--- config.mk ---
export PLATFORM = sky130hd
export DESIGN_NAME = ifetch_snoop
export DESIGN_NICKNAME = d
export VERILOG_FILES = /design/src/rtl/ifs_pkg.sv /design/src/rtl/ifs_sync.sv /design/src/rtl/ifs_edge.sv /design/src/rtl/ifs_err_ctr.sv /design/src/rtl/ifs_capture.sv /design/src/rtl/ifetch_snoop.sv
export SDC_FILE = /design/constraint.sdc
export NUM_CORES = 1
export LEC_CHECK = 0
export BUFFER_PORTS_ARGS = -buffer_cell sky130_fd_sc_hd__buf_4
export CAP_MARGIN = 20
export CORE_ASPECT_RATIO = 1.25
export CORE_MARGIN = 8
export CORE_UTILIZATION = 47
export CTS_BUF_LIST = sky130_fd_sc_hd__clkbuf_2 sky130_fd_sc_hd__clkbuf_4 sky130_fd_sc_hd__clkbuf_8
export DETAILED_ROUTE_END_ITERATION = 8
export GPL_TIMING_DRIVEN = 0
export PLACE_DENSITY = 0.83
export RECOVER_POWER = 100
export SETUP_SLACK_MARGIN = 0.2
export SLEW_MARGIN = 20
export SYNTH_ARGS = -nofsm -noshare
export SYNTH_HDL_FRONTEND = slang
export SYNTH_SLANG_ARGS = --single-unit
--- constraint.sdc ---
create_clock -name clk -period 1.4 [get_ports clk]
set_clock_uncertainty 0.2 [all_clocks]
set_input_delay 0.28 -clock clk [delete_from_list [all_inputs] [get_ports clk]]
set_output_delay 0.28 -clock clk [all_outputs]
set_load 0.03 [all_outputs]
--- src/rtl/ifs_pkg.sv ---
// Package ifs_pkg
// Shared types and helpers for the instruction fetch snooper.
// Assumes function codes follow the usual 68000 encoding, in which
// bits [1:0] = 2'b10 mark program space for both user and supervisor.
package ifs_pkg;

    // Function-code values that denote an instruction fetch.
    localparam logic [2:0] FC_USER_PROG = 3'b010;
    localparam logic [2:0] FC_SUPV_PROG = 3'b110;

    // Index of each strobe inside the synchroniser vector.
    localparam int STB_AS = 0;
    localparam int STB_DV = 1;
    localparam int STB_N  = 2;

    // Capture sequencer states.
    typedef enum logic [1:0] {
        ST_IDLE  = 2'd0,   // waiting for an address strobe edge
        ST_ARMED = 2'd1,   // fetch address held, waiting for data qualifier
        ST_DONE  = 2'd2    // record emitted, waiting for strobe release
    } ifs_state_t;

    // True when the function code marks a program (instruction) access.
    function automatic logic fc_is_fetch(input logic [2:0] fc);
        return (fc == FC_USER_PROG) || (fc == FC_SUPV_PROG);
    endfunction

endpackage

--- src/rtl/ifs_sync.sv ---
// Module ifs_sync
// Multi-stage synchroniser for a vector of asynchronous strobes.
// Assumes each bit is an independent level signal. On reset every stage
// loads RST_VAL, the idle level of the strobes, so no edge is seen
// when reset is released.
module ifs_sync #(
    parameter int   WIDTH   = 2,
    parameter int   STAGES  = 2,
    parameter logic RST_VAL = 1'b1
) (
    input  logic             clk,
    input  logic             rst_n,
    input  logic [WIDTH-1:0] d,
    output logic [WIDTH-1:0] q
);

    localparam int TOTAL = WIDTH * STAGES;

    logic [STAGES-1:0][WIDTH-1:0] chain;

    // Shift the raw strobes through the flip-flop chain.
    always_ff @(posedge clk) begin
        if (!rst_n) begin
            chain <= {TOTAL{RST_VAL}};
        end else begin
            chain[0] <= d;
            for (int i = 1; i < STAGES; i++) begin
                chain[i] <= chain[i-1];
            end
        end
    end

    assign q = chain[STAGES-1];

endmodule

--- src/rtl/ifs_edge.sv ---
// Module ifs_edge
// Per-bit falling and rising edge detector on synchronised levels.
// Assumes the inputs are already in the clk domain. The history register
// resets to the idle-high level, so no edge is seen right after reset.
module ifs_edge #(
    parameter int WIDTH = 2
) (
    input  logic             clk,
    input  logic             rst_n,
    input  logic [WIDTH-1:0] lvl,
    output logic [WIDTH-1:0] fall,
    output logic [WIDTH-1:0] rise
);

    logic [WIDTH-1:0] prev;

    // Remember last cycle's level for comparison.
    always_ff @(posedge clk) begin
        if (!rst_n) prev <= '1;
        else        prev <= lvl;
    end

    for (genvar g = 0; g < WIDTH; g++) begin : g_bit
        // Compare current and previous level of one strobe.
        always_comb begin
            fall[g] = prev[g] & ~lvl[g];
            rise[g] = ~prev[g] & lvl[g];
        end
    end

endmodule

--- src/rtl/ifs_err_ctr.sv ---
// Module ifs_err_ctr
// Saturating counter of aborted fetch cycles.
// Assumes inc is a single-cycle pulse. The count stops at all-ones.
module ifs_err_ctr #(
    parameter int W = 8
) (
    input  logic         clk,
    input  logic         rst_n,
    input  logic         inc,
    output logic [W-1:0] cnt
);

    localparam logic [W-1:0] CNT_MAX = '1;

    // Count each abort pulse until the maximum is reached.
    always_ff @(posedge clk) begin
        if (!rst_n)                      cnt <= '0;
        else if (inc && cnt != CNT_MAX)  cnt <= cnt + 1'b1;
    end

    // once saturated the counter never moves.
    a_r9_sat_hold: assert property (@(posedge clk) disable iff (!rst_n)
        (cnt == CNT_MAX) |=> (cnt == CNT_MAX));

    // an abort pulse below saturation always moves the count.
    a_r8_abort_counts: assert property (@(posedge clk) disable iff (!rst_n)
        (inc && cnt != CNT_MAX) |=> (cnt != $past(cnt)));

endmodule

--- src/rtl/ifs_capture.sv ---
// Module ifs_capture
// Two-point capture sequencer. It takes the address, function code and
// direction on the address-strobe fall. It takes the data word on the
// data-valid qualifier fall, and then emits one registered record.
// Assumes the address, function-code and direction lines are stable
// from before the strobe falls until it rises. Assumes the data lines
// are stable from before the qualifier falls until the strobe rises.
module ifs_capture
    import ifs_pkg::*;
#(
    parameter int ADDR_W = 24,
    parameter int DATA_W = 16
) (
    input  logic              clk,
    input  logic              rst_n,
    input  logic              as_fall,
    input  logic              as_rise,
    input  logic              dv_fall,
    input  logic [ADDR_W-1:0] bus_addr,
    input  logic [DATA_W-1:0] bus_data,
    input  logic [2:0]        bus_fc,
    input  logic              bus_rw,
    output logic              rec_valid,
    output logic [ADDR_W-1:0] rec_addr,
    output logic [DATA_W-1:0] rec_data,
    output logic              abort
);

    ifs_state_t        st, st_nxt;
    logic [ADDR_W-1:0] addr_q;
    logic              arm, fire, drop;

    // Decode the transitions of the capture sequence.
    always_comb begin
        arm    = (st == ST_IDLE) && as_fall && bus_rw && fc_is_fetch(bus_fc);
        fire   = (st == ST_ARMED) && dv_fall;
        drop   = (st == ST_ARMED) && !dv_fall && as_rise;
        st_nxt = st;
        unique case (st)
            ST_IDLE:  if (arm)          st_nxt = ST_ARMED;
            ST_ARMED: if (fire)         st_nxt = ST_DONE;
                      else if (drop)    st_nxt = ST_IDLE;
            ST_DONE:  if (as_rise)      st_nxt = ST_IDLE;
            default:                    st_nxt = ST_IDLE;
        endcase
    end

    // Advance the sequencer state.
    always_ff @(posedge clk) begin
        if (!rst_n) st <= ST_IDLE;
        else        st <= st_nxt;
    end

    // Hold the fetch address taken at the strobe edge.
    always_ff @(posedge clk) begin
        if (!rst_n)   addr_q <= '0;
        else if (arm) addr_q <= bus_addr;
    end

    // Build the outgoing record when the data qualifier arrives.
    always_ff @(posedge clk) begin
        if (!rst_n) begin
            rec_valid <= 1'b0;
            rec_addr  <= '0;
            rec_data  <= '0;
        end else begin
            rec_valid <= fire;
            if (fire) begin
                rec_addr <= addr_q;
                rec_data <= bus_data;
            end
        end
    end

    // Raise the abort pulse when the strobe closes before data is valid.
    always_ff @(posedge clk) begin
        if (!rst_n) abort <= 1'b0;
        else        abort <= drop;
    end

    // the record pulse lasts a single clock.
    a_r6_single_pulse: assert property (@(posedge clk) disable iff (!rst_n)
        rec_valid |=> !rec_valid);

    // a write cycle never leaves the idle state.
    a_r3_write_ignored: assert property (@(posedge clk) disable iff (!rst_n)
        (st == ST_IDLE && as_fall && !bus_rw) |=> (st == ST_IDLE));

    // a non-program function code never arms the capture.
    a_r2_fc_filter: assert property (@(posedge clk) disable iff (!rst_n)
        (st == ST_IDLE && as_fall && !fc_is_fetch(bus_fc)) |=> (st == ST_IDLE));

    // an early strobe release yields no record, and the abort goes out.
    a_r8_abort_no_record: assert property (@(posedge clk) disable iff (!rst_n)
        (st == ST_ARMED && as_rise && !dv_fall) |=> (!rec_valid && abort));

    // a second qualifier edge in the same cycle is ignored.
    a_r10_one_per_cycle: assert property (@(posedge clk) disable iff (!rst_n)
        (st == ST_DONE && dv_fall) |=> !rec_valid);

endmodule

--- src/rtl/ifetch_snoop.sv ---
// Module ifetch_snoop
// Top of the instruction fetch bus snooper. It synchronises the two
// asynchronous strobes, finds their edges, runs the two-point capture
// and counts aborted fetch cycles. It never drives the monitored bus.
// Assumes a sampling clock several times faster than a bus state, so that
// each strobe level lasts at least three clocks.
module ifetch_snoop
    import ifs_pkg::*;
#(
    parameter int ADDR_W      = 24,
    parameter int DATA_W      = 16,
    parameter int ERR_W       = 8,
    parameter int SYNC_STAGES = 2
) (
    input  logic              clk,
    input  logic              rst_n,
    input  logic [ADDR_W-1:0] bus_addr,
    input  logic [DATA_W-1:0] bus_data,
    input  logic [2:0]        bus_fc,
    input  logic              bus_as_n,
    input  logic              bus_rw,
    input  logic              bus_dv_n,
    output logic              rec_valid,
    output logic [ADDR_W-1:0] rec_addr,
    output logic [DATA_W-1:0] rec_data,
    output logic [ERR_W-1:0]  err_count
);

    logic [STB_N-1:0] stb_raw, stb_sync, stb_fall, stb_rise;
    logic             abort;

    // Gather the raw strobes into one vector.
    always_comb begin
        stb_raw         = '1;
        stb_raw[STB_AS] = bus_as_n;
        stb_raw[STB_DV] = bus_dv_n;
    end

    ifs_sync #(
        .WIDTH   (STB_N),
        .STAGES  (SYNC_STAGES),
        .RST_VAL (1'b1)
    ) u_sync (
        .clk   (clk),
        .rst_n (rst_n),
        .d     (stb_raw),
        .q     (stb_sync)
    );

    ifs_edge #(
        .WIDTH (STB_N)
    ) u_edge (
        .clk   (clk),
        .rst_n (rst_n),
        .lvl   (stb_sync),
        .fall  (stb_fall),
        .rise  (stb_rise)
    );

    ifs_capture #(
        .ADDR_W (ADDR_W),
        .DATA_W (DATA_W)
    ) u_capture (
        .clk       (clk),
        .rst_n     (rst_n),
        .as_fall   (stb_fall[STB_AS]),
        .as_rise   (stb_rise[STB_AS]),
        .dv_fall   (stb_fall[STB_DV]),
        .bus_addr  (bus_addr),
        .bus_data  (bus_data),
        .bus_fc    (bus_fc),
        .bus_rw    (bus_rw),
        .rec_valid (rec_valid),
        .rec_addr  (rec_addr),
        .rec_data  (rec_data),
        .abort     (abort)
    );

    ifs_err_ctr #(
        .W (ERR_W)
    ) u_err (
        .clk   (clk),
        .rst_n (rst_n),
        .inc   (abort),
        .cnt   (err_count)
    );

    // no record can come out in the first cycle after reset.
    a_r1_quiet_after_reset: assert property (@(posedge clk)
        $rose(rst_n) |-> (!rec_valid && err_count == '0));

endmodule

# Word level (Yosys, flattened, before mapping)
# Cells that the tools add are included.
# op_classes
add_sub_neg,1
eq_ne,8
n_mux,5
bitwise_logic,6
reduce_logical,11
# ops
op,n
"8-bit by 1-bit adder with 8-bit output, second input constant",1
2-bit 2-to-1 mux,4
"8-bit inequality test, second input constant",1
1-bit logical AND,7
2-bit case mux with 3 select lines,1
"2-bit by 1-bit inequality test with 1-bit output, second input constant",2
1-bit bitwise AND,3
"3-bit by 2-bit equality test with 1-bit output, second input constant",1
"3-bit equality test, second input constant",1
"3-bit by 1-bit inequality test with 1-bit output, second input constant",1
1-bit inverter,3
3-bit AND reduction,1
"2-bit by 1-bit equality test with 1-bit output, second input constant",1
"2-bit equality test, second input constant",1
2-bit zero test,1
1-bit zero test,1
1-bit logical OR,1
# totals
reg_bits,82
inputBits,48
output_inout_bits,49
word_cells,41

# Longest topological paths before layout
# Gate-level depths: netlist of the first run.
# depth
ltp_word,8
mapped_depth,5

# Hierarchy
# From an unflattened synthesis of the first run, not the netlist that was laid out.
# unflattened
hier_cells,358
area_unflattened_um2,3248.1
# by_module_without_submodules
module,n_inst,cells_each,area_each_um2,seq_area_each_um2
ifs_capture,1,293,2646.3,1361.3
ifs_err_ctr,1,47,404.1,160.2
ifs_sync,1,10,120.1,80.1
ifs_edge,1,8,77.6,40.0

# Worst setup path after synthesis of the first run
# OpenSTA, ideal clock, no wires.
# synth_path
path_type,register to register
from,reg u_err.cnt[0]
to,reg u_err.cnt[0]
setup_time_ns,0.072
arrival_time_ns,1.322
t_required_ns,1.128
setup_slack_ns,-0.194
stages_incl_launch_ff,5
period_less_slack_ns,1.594
cell_sequence,dfxtp_1 > ha_1 > nand3_1 > o21ai_1 > mux2i_1
# synth_via
elab_chain_len,2
# synth_lines
item,line,rtl
"start, declared",ifs_err_ctr.sv:10,output logic [W-1:0] cnt
"start signal, assigned",ifs_err_ctr.sv:18,else if (inc && cnt != CNT_MAX) cnt <= cnt + 1'b1;
branches (longest 2 deep; another with 8-bit by 1-bit adder with 8-bit output),n/a,
# Parallel ways; which one is timed is not known.
# A chain may end at the register's enable or synchronous reset.

# Worst setup path in the final report of the first run
# layout_path
from,reg u_capture.st[0]
to,reg u_capture.addr_q[5]
# layout_via
elab_chain_len,4
# layout_lines
item,line,rtl
"start, declared",ifs_capture.sv:29,"ifs_state_t st, st_nxt;"
"start signal, assigned",ifs_capture.sv:51,else st <= st_nxt;
2-bit zero test,ifs_capture.sv:35,arm = (st == ST_IDLE) && as_fall && bus_rw && fc_is_fetch(bus_fc);
1-bit logical AND (3 in a row),ifs_capture.sv:35,
"end signal, assigned",ifs_capture.sv:57,else if (arm) addr_q <= bus_addr;
"end, declared",ifs_capture.sv:30,logic [ADDR_W-1:0] addr_q;
# Every way passes these cells.

==> run metrics, run 1 <==
outcome finished with violations; violations in the final reports setup timing; most frequently used cell type in the post-synthesis netlist nand2_1; number of violations of the max-capacitance limit 0; cell types with the highest counts after synthesis nand2_1, dfxtp_1, a21oi_1; area used by multi-input combinational logic 1570 um^2; Port Buf Inserts 95; path type of the worst min-delay path in2reg; count of vias placed by the detailed router 3,618; leakage 2.21 nW; worst slew pin tran 0.602 ns; H-tree depth reported by CTS 3; Syn Std Cell Area 3090 um^2; number of inserted filler cells in the final layout 319; Period Utilization, post-route 119%; gr ovfl total 0; post-DR wirelength/cell 21.0 um; max-slew violations 0; ys flop type dfxtp_1; height of the die 107 um; Total Nets Final 592; unrepaired setup endpoints after global routing yes; final-report setup violation count 67; Crit path arrival time 1.69 ns; std cell rows 33; count of antenna-violating nets left after detailed routing 0; hold path start bus_addr[2]; P&R area growth vs syn 77.9%; final core utilization 85.2%; hold worst-path end u_capture.addr_q[2]; register area share after synthesis 53.2%; worst slack on hold paths 0.00509 ns; endpoints failing hold 0; type of the worst setup path reg2reg; peak supply drop 0.000755 V; sum of net half-perimeters after detailed placement 6.05 mm; fin worst setup slack -0.267 ns; first-pass GRT wire length 16.9 mm; horizontal extent of the die 88.5 um; Yosys top cell by area dfxtp_1; register-to-register path setup slack -0.27 ns; count of synthesis-stage warnings from yosys 0; maximum number of pins on one net before global-route repair 14; I/O pin count 97; Tmin final 1.67 ns; total clock buffers created by CTS 9; Crit. Startpoint u_capture.st[0]; Initial Util 47.9%; total wire length after detailed routing 13.3 mm; Iteration-0 DRC Markers 259; storage element area 1730 um^2; Final Wtd Congestion 0.768; largest fanout on the critical path 8; area of the core 6440 um^2; clock network latency to the later pin of the worst-skew pair 0.36 ns; instance count of the mapped netlist 357; number of clock sinks 82; data required time at the worst endpoint 1.42 ns; overall global routing resource usage 23.0%; Cells on Worst Hold Path 3; total die area 9430 um^2; initial antenna violation count 0; Worst Setup Start Kind flop; number of distinct library cell variants in the gate-level netlist after synthesis 37; Synth top area share 53.2%; Fmax 0.600 GHz; Rel. slew slack 59.9%; Pwr Density 793 nW/um^2; residual DRC count 0; clock tree from TritonCTS done; Critical Path End Type flop; via count of the first global-routing pass 3,555; flip-flop and latch count after synthesis 82; register clock-pin slew on the reported worst setup and hold paths 0.08 ns; number of flops mapped to enable cells by yosys 0; power after layout 4.35 mW; CTS root buf clkbuf_8; critical register-to-register path endpoint u_capture.addr_q[5]; share of layout cells above drive strength 1 52.4%; ys async rst share 0%; number of search-and-repair iterations in the first detailed-routing pass 5; post-synthesis net count 406; number of vias per cell 5.69; largest cells by area after synthesis dfxtp_1, a21oi_1, nand2_1; worst-case clock buffer depth 2; cell depth of the worst flop-to-flop path 4; post-synthesis average cell area 8.64 um^2; worst r2r src u_capture.st[0]
-- worst max-delay path, stage by stage (launching register included) --
cell     delay [ns]
dfxtp_4        0.37
or3b_4         0.49
buf_8          0.18
o21ai_2        0.18
a21oi_1        0.12
-- routing by layer --
metal	global-route usage, %	routed length, um	vias to the layer above
li1	-	-	1605
met1	22.2	4750	1740
met2	41.4	7050	211
met3	5.89	833	62
met4	15.2	709	0
met5	0	0	-
-- metrics by stage --
step,std cells,TNS (ns),setup slack (ns),area [um^2]
2_1_floorplan,357,0,0.00692,3180
3_3_place_gp,539,-4.08,-0.213,4000
3_5_place_dp,539,-4.96,-0.248,4000
4_1_cts,619,-4.08,-0.0864,5140
5_1_grt,635,-11.03,-0.335,5490
6_report,636,-8.73,-0.267,5490
-- power breakdown --
part / leakage [nW] / total (mW) / internal, mW / switching (mW)
Sequential: 0.690 / 2.33 / 2.32 / 0.0105
Clock: 0.100 / 1.65 / 0.761 / 0.886
Combinational: 1.42 / 0.374 / 0.210 / 0.163
Total: 2.21 / 4.35 / 3.29 / 1.06
-- cell families (layout without fill, tap and decap cells) --
logic type / after synthesis / after routing / synth area share [%]
AND/OR/NAND/NOR: 144 / 144 / 22.6
AO/OA/AOI/OAI: 100 / 100 / 16.8
flip-flops: 82 / 82 / 53.2
buffers and inverters: 27 / 218 / 6.04
multiplexers: 3 / 3 / 0.973
adder cells (fa/ha/maj): 1 / 1 / 0.405
other: 0 / 1 / 0
-- cell usage in the layout, fill, tap and decap left out, drive strengths merged, types with 2 or more instances in the layout --
master and instances:
nand2 87, clkbuf 20, a31oi 3, nand2b 10, clkinv 3, nor2 2, inv 2, mux2i 3
and4 2, nand4 3, nand4bb 2, nor3 2, o21ai 27, dlymetal6s2s 2, a21oi 66, dlygate4sd3 39
buf 151, dfxtp 82, nand3 26
-- worst max path at each step --
stage / to / slack (ns)
final: u_capture.addr_q[5] / -0.27
after global routing: u_capture.rec_data[10] / -0.34
after CTS: u_capture.addr_q[8] / -0.09
after floorplan: u_capture.addr_q[3] / 0.007
after detailed placement: u_capture.addr_q[6] / -0.25
after global placement: u_capture.addr_q[3] / -0.21
-- registers in the layout, indices dropped and copies added, names as in the netlist --
register and flops:
u_capture.addr_q 24, u_edge.prev 2, u_capture.rec_addr 24, u_capture.st 2, u_sync.chain 2, u_capture.abort 1, u_sync.q 2, u_capture.rec_valid 1
u_err.cnt 8, u_capture.rec_data 16
-- layout make-up --
cell class	instances	share of cell area (%)
flip-flops and latches	82	31.5
repair buffers	175	29.9
multi-input cells	248	28.5
plain buffers	26	4.58
clock buffers	12	2.89
well taps	87	1.98
clock inverters	4	0.456
inverters	1	0.0684
diodes	1	0.0456
-- what timing repair did --
action,CTS,global route
hold buffers,39,0
resized for setup,132,62
buffers inserted,20,14
hold endpoints to repair,40,0
gates cloned,5,2
pin swaps,21,24
setup endpoints to repair,123,125
Power figures use the tool's default switching activity.
==> inputs of run 2 (changes only) <==
--- a/config.mk
+++ b/config.mk
@@ -13,7 +13,7 @@
 export CTS_BUF_LIST = sky130_fd_sc_hd__clkbuf_2 sky130_fd_sc_hd__clkbuf_4 sky130_fd_sc_hd__clkbuf_8
 export DETAILED_ROUTE_END_ITERATION = 8
 export GPL_TIMING_DRIVEN = 0
-export PLACE_DENSITY = 0.83
+export PLACE_DENSITY = 0.77
 export RECOVER_POWER = 100
 export SETUP_SLACK_MARGIN = 0.2
 export SLEW_MARGIN = 20
==> constraint.sdc (replaced) <==
create_clock -name clk -period 1.4 [get_ports clk]
set_clock_uncertainty 0.2 [all_clocks]
set_input_delay 0.28 -clock clk [delete_from_list [all_inputs] [get_ports clk]]
set_output_delay 0.28 -clock clk [all_outputs]
set_load 0.01 [all_outputs]
==> run metrics, run 2 (synthesis gave the netlist of run 1 again) <==
setup TNS -13.42 ns; sum of net half-perimeters after detailed placement 5.91 mm; commonest non-fill, non-tap cell in the layout buf_4; P&R area growth vs syn 99.9%; unrepaired setup endpoints after global routing yes; clock network latency to the later pin of the worst-skew pair 0.38 ns; overall global routing resource usage 23.9%; H-tree depth reported by CTS 3; total placed instance area 4000 um^2; register-to-register path setup slack -0.36 ns; Rel. slew slack 51.2%; switching portion of total power 24.4%; horizontal extent of the die 88.5 um; fin worst setup slack -0.362 ns; number of search-and-repair iterations in the first detailed-routing pass 8; GR Layer Usage met1 23.5%; data required time at the worst endpoint 1.48 ns; largest fanout on the critical path 5; path type of the worst min-delay path in2reg; storage element area 1760 um^2; violations in the final reports setup timing; clock tree from TritonCTS done; Tmin final 1.76 ns; power share of the clock group 42.5%; via count of the first global-routing pass 3,748; CTS root buf clkbuf_8; busiest layer in global routing met2; power after layout 4.76 mW; maximum number of pins on one net before global-route repair 14; Critical Path End Type flop; Worst Setup Start Kind flop; Period Utilization, post-route 126%; count of antenna-violating nets left after detailed routing 0; number of vias per cell 6.44; largest registers in the final layout u_capture.addr_q x24, u_capture.rec_addr x24, u_capture.rec_data x16; Iteration-0 DRC Markers 478; first-pass GRT wire length 17.6 mm; count of vias placed by the detailed router 4,246; number of clock sinks 82; post-DR wirelength/cell 28.1 um; register clock-pin slew on the reported worst setup and hold paths 0.08 ns; std cell rows 33; share of layout cells above drive strength 1 63.6%; worst slew pin tran 0.731 ns; total wire length after detailed routing 18.5 mm; final-report setup violation count 73; worst-case clock buffer depth 2; Port Buf Inserts 95; Crit path arrival time 1.84 ns; combinational cell fraction of total power 8.8%; endpoints failing hold 0; gr ovfl total 0; peak supply drop 0.000957 V; initial antenna violation count 0; register share of total power 48.7%; fin area 6170 um^2; max-slew violations 0; area used by multi-input combinational logic 1860 um^2; met3 capacity usage during global routing 4.74%; Initial Util 47.9%; I/O pin count 97; outcome finished with violations; type of the worst setup path reg2reg; total clock buffers created by CTS 9; Global Route met2 Usage 43.5%; leakage 2.40 nW; Total Nets Final 616; height of the die 107 um; number of inserted filler cells in the final layout 144; Pwr Density 772 nW/um^2; total die area 9430 um^2; number of violations of the max-capacitance limit 0; residual DRC count 0; cell internal power dissipation 3.60 mW; switching power 1.16 mW; area of the core 6440 um^2; most used cells in the layout excluding fill and tap cells buf_4, buf_6, nand2_1, dlygate4sd3_1, dfxtp_2; Antenna diodes 0; Fmax 0.568 GHz; Final Wtd Congestion 0.741
[run 2: changes by cell type in the layout (fill, tap and decap cells not counted), sizes merged]
cell / delta
clkbuf: +1
buf: +20
clkinv: -1
bufinv: +2
dlygate4sd3: +2
diode: -1
clkinvlp: +1
inv: -1
[run 2: critical path: stages (launching register included)]
cell and delay (ns):
dfxtp_4 0.37, buf_4 0.15, nor3b_4 0.21, buf_6 0.17, buf_2 0.19, nand3_1 0.13, a21oi_1 0.24
[run 2: metal layers]
layer  up-vias  part of all wire (%)
met5         -                     0
met4         0                   7.5
met3       155                    10
met2       452                    48
met1      1983                    35
li1       1656                     -
[run 2: power by group through the flow]
stage | clock (mW) | combinational, mW | sequential (mW)
after floorplan | 0 | 0.0803 | 2.39
after global placement | 0 | 0.209 | 2.40
after detailed placement | 0 | 0.212 | 2.40
after CTS | 1.92 | 0.329 | 2.33
after global routing | 2.09 | 0.425 | 2.32
final | 2.02 | 0.420 | 2.32
[run 2: what timing repair did]
| item | in CTS | in global routing |
|---|---|---|
| setup endpoints to repair | 124 | 125 |
| gates cloned | 7 | 6 |
| hold buffers | 41 | 0 |
| gates resized for setup | 134 | 165 |
| pin swaps | 15 | 59 |
| buffers inserted | 15 | 35 |
| hold endpoints to repair | 42 | 0 |
[run 2: worst paths after layout]
path | cells after the start | endpoint | start
worst max-delay path | 6 | u_capture.addr_q[12] | u_capture.st[1]
worst min-delay path | 3 | u_err.cnt[0] | rst_n
worst max register to register | 6 | u_capture.addr_q[12] | u_capture.st[1]
worst min register to register | 1 | u_sync.q[1] | u_sync.chain[1]
[run 2: final cells by class]
cell class	instances	share of cell area (%)
timing repair buffer	199	31.1
sequential	82	28.5
buffer	26	4.79
tap	87	1.76
clock buffer	11	2.35
inverter	1	0.0609
clock inverter	5	1.26
multi-input combinational	248	30.1
[run 2: stage by stage]
stage / util [%] / setup WS [ns] / hold WS, ns / std cells
floorplan: - / 0.00692 / 0.153 / 357
global placement: 62.1 / -0.185 / 0.189 / 539
detailed placement: 62.1 / -0.216 / 0.197 / 539
CTS: 80.5 / -0.0810 / 0.00631 / 618
global route: 95.8 / -0.458 / 0.0187 / 659
finish: 95.8 / -0.362 / 0.0126 / 659
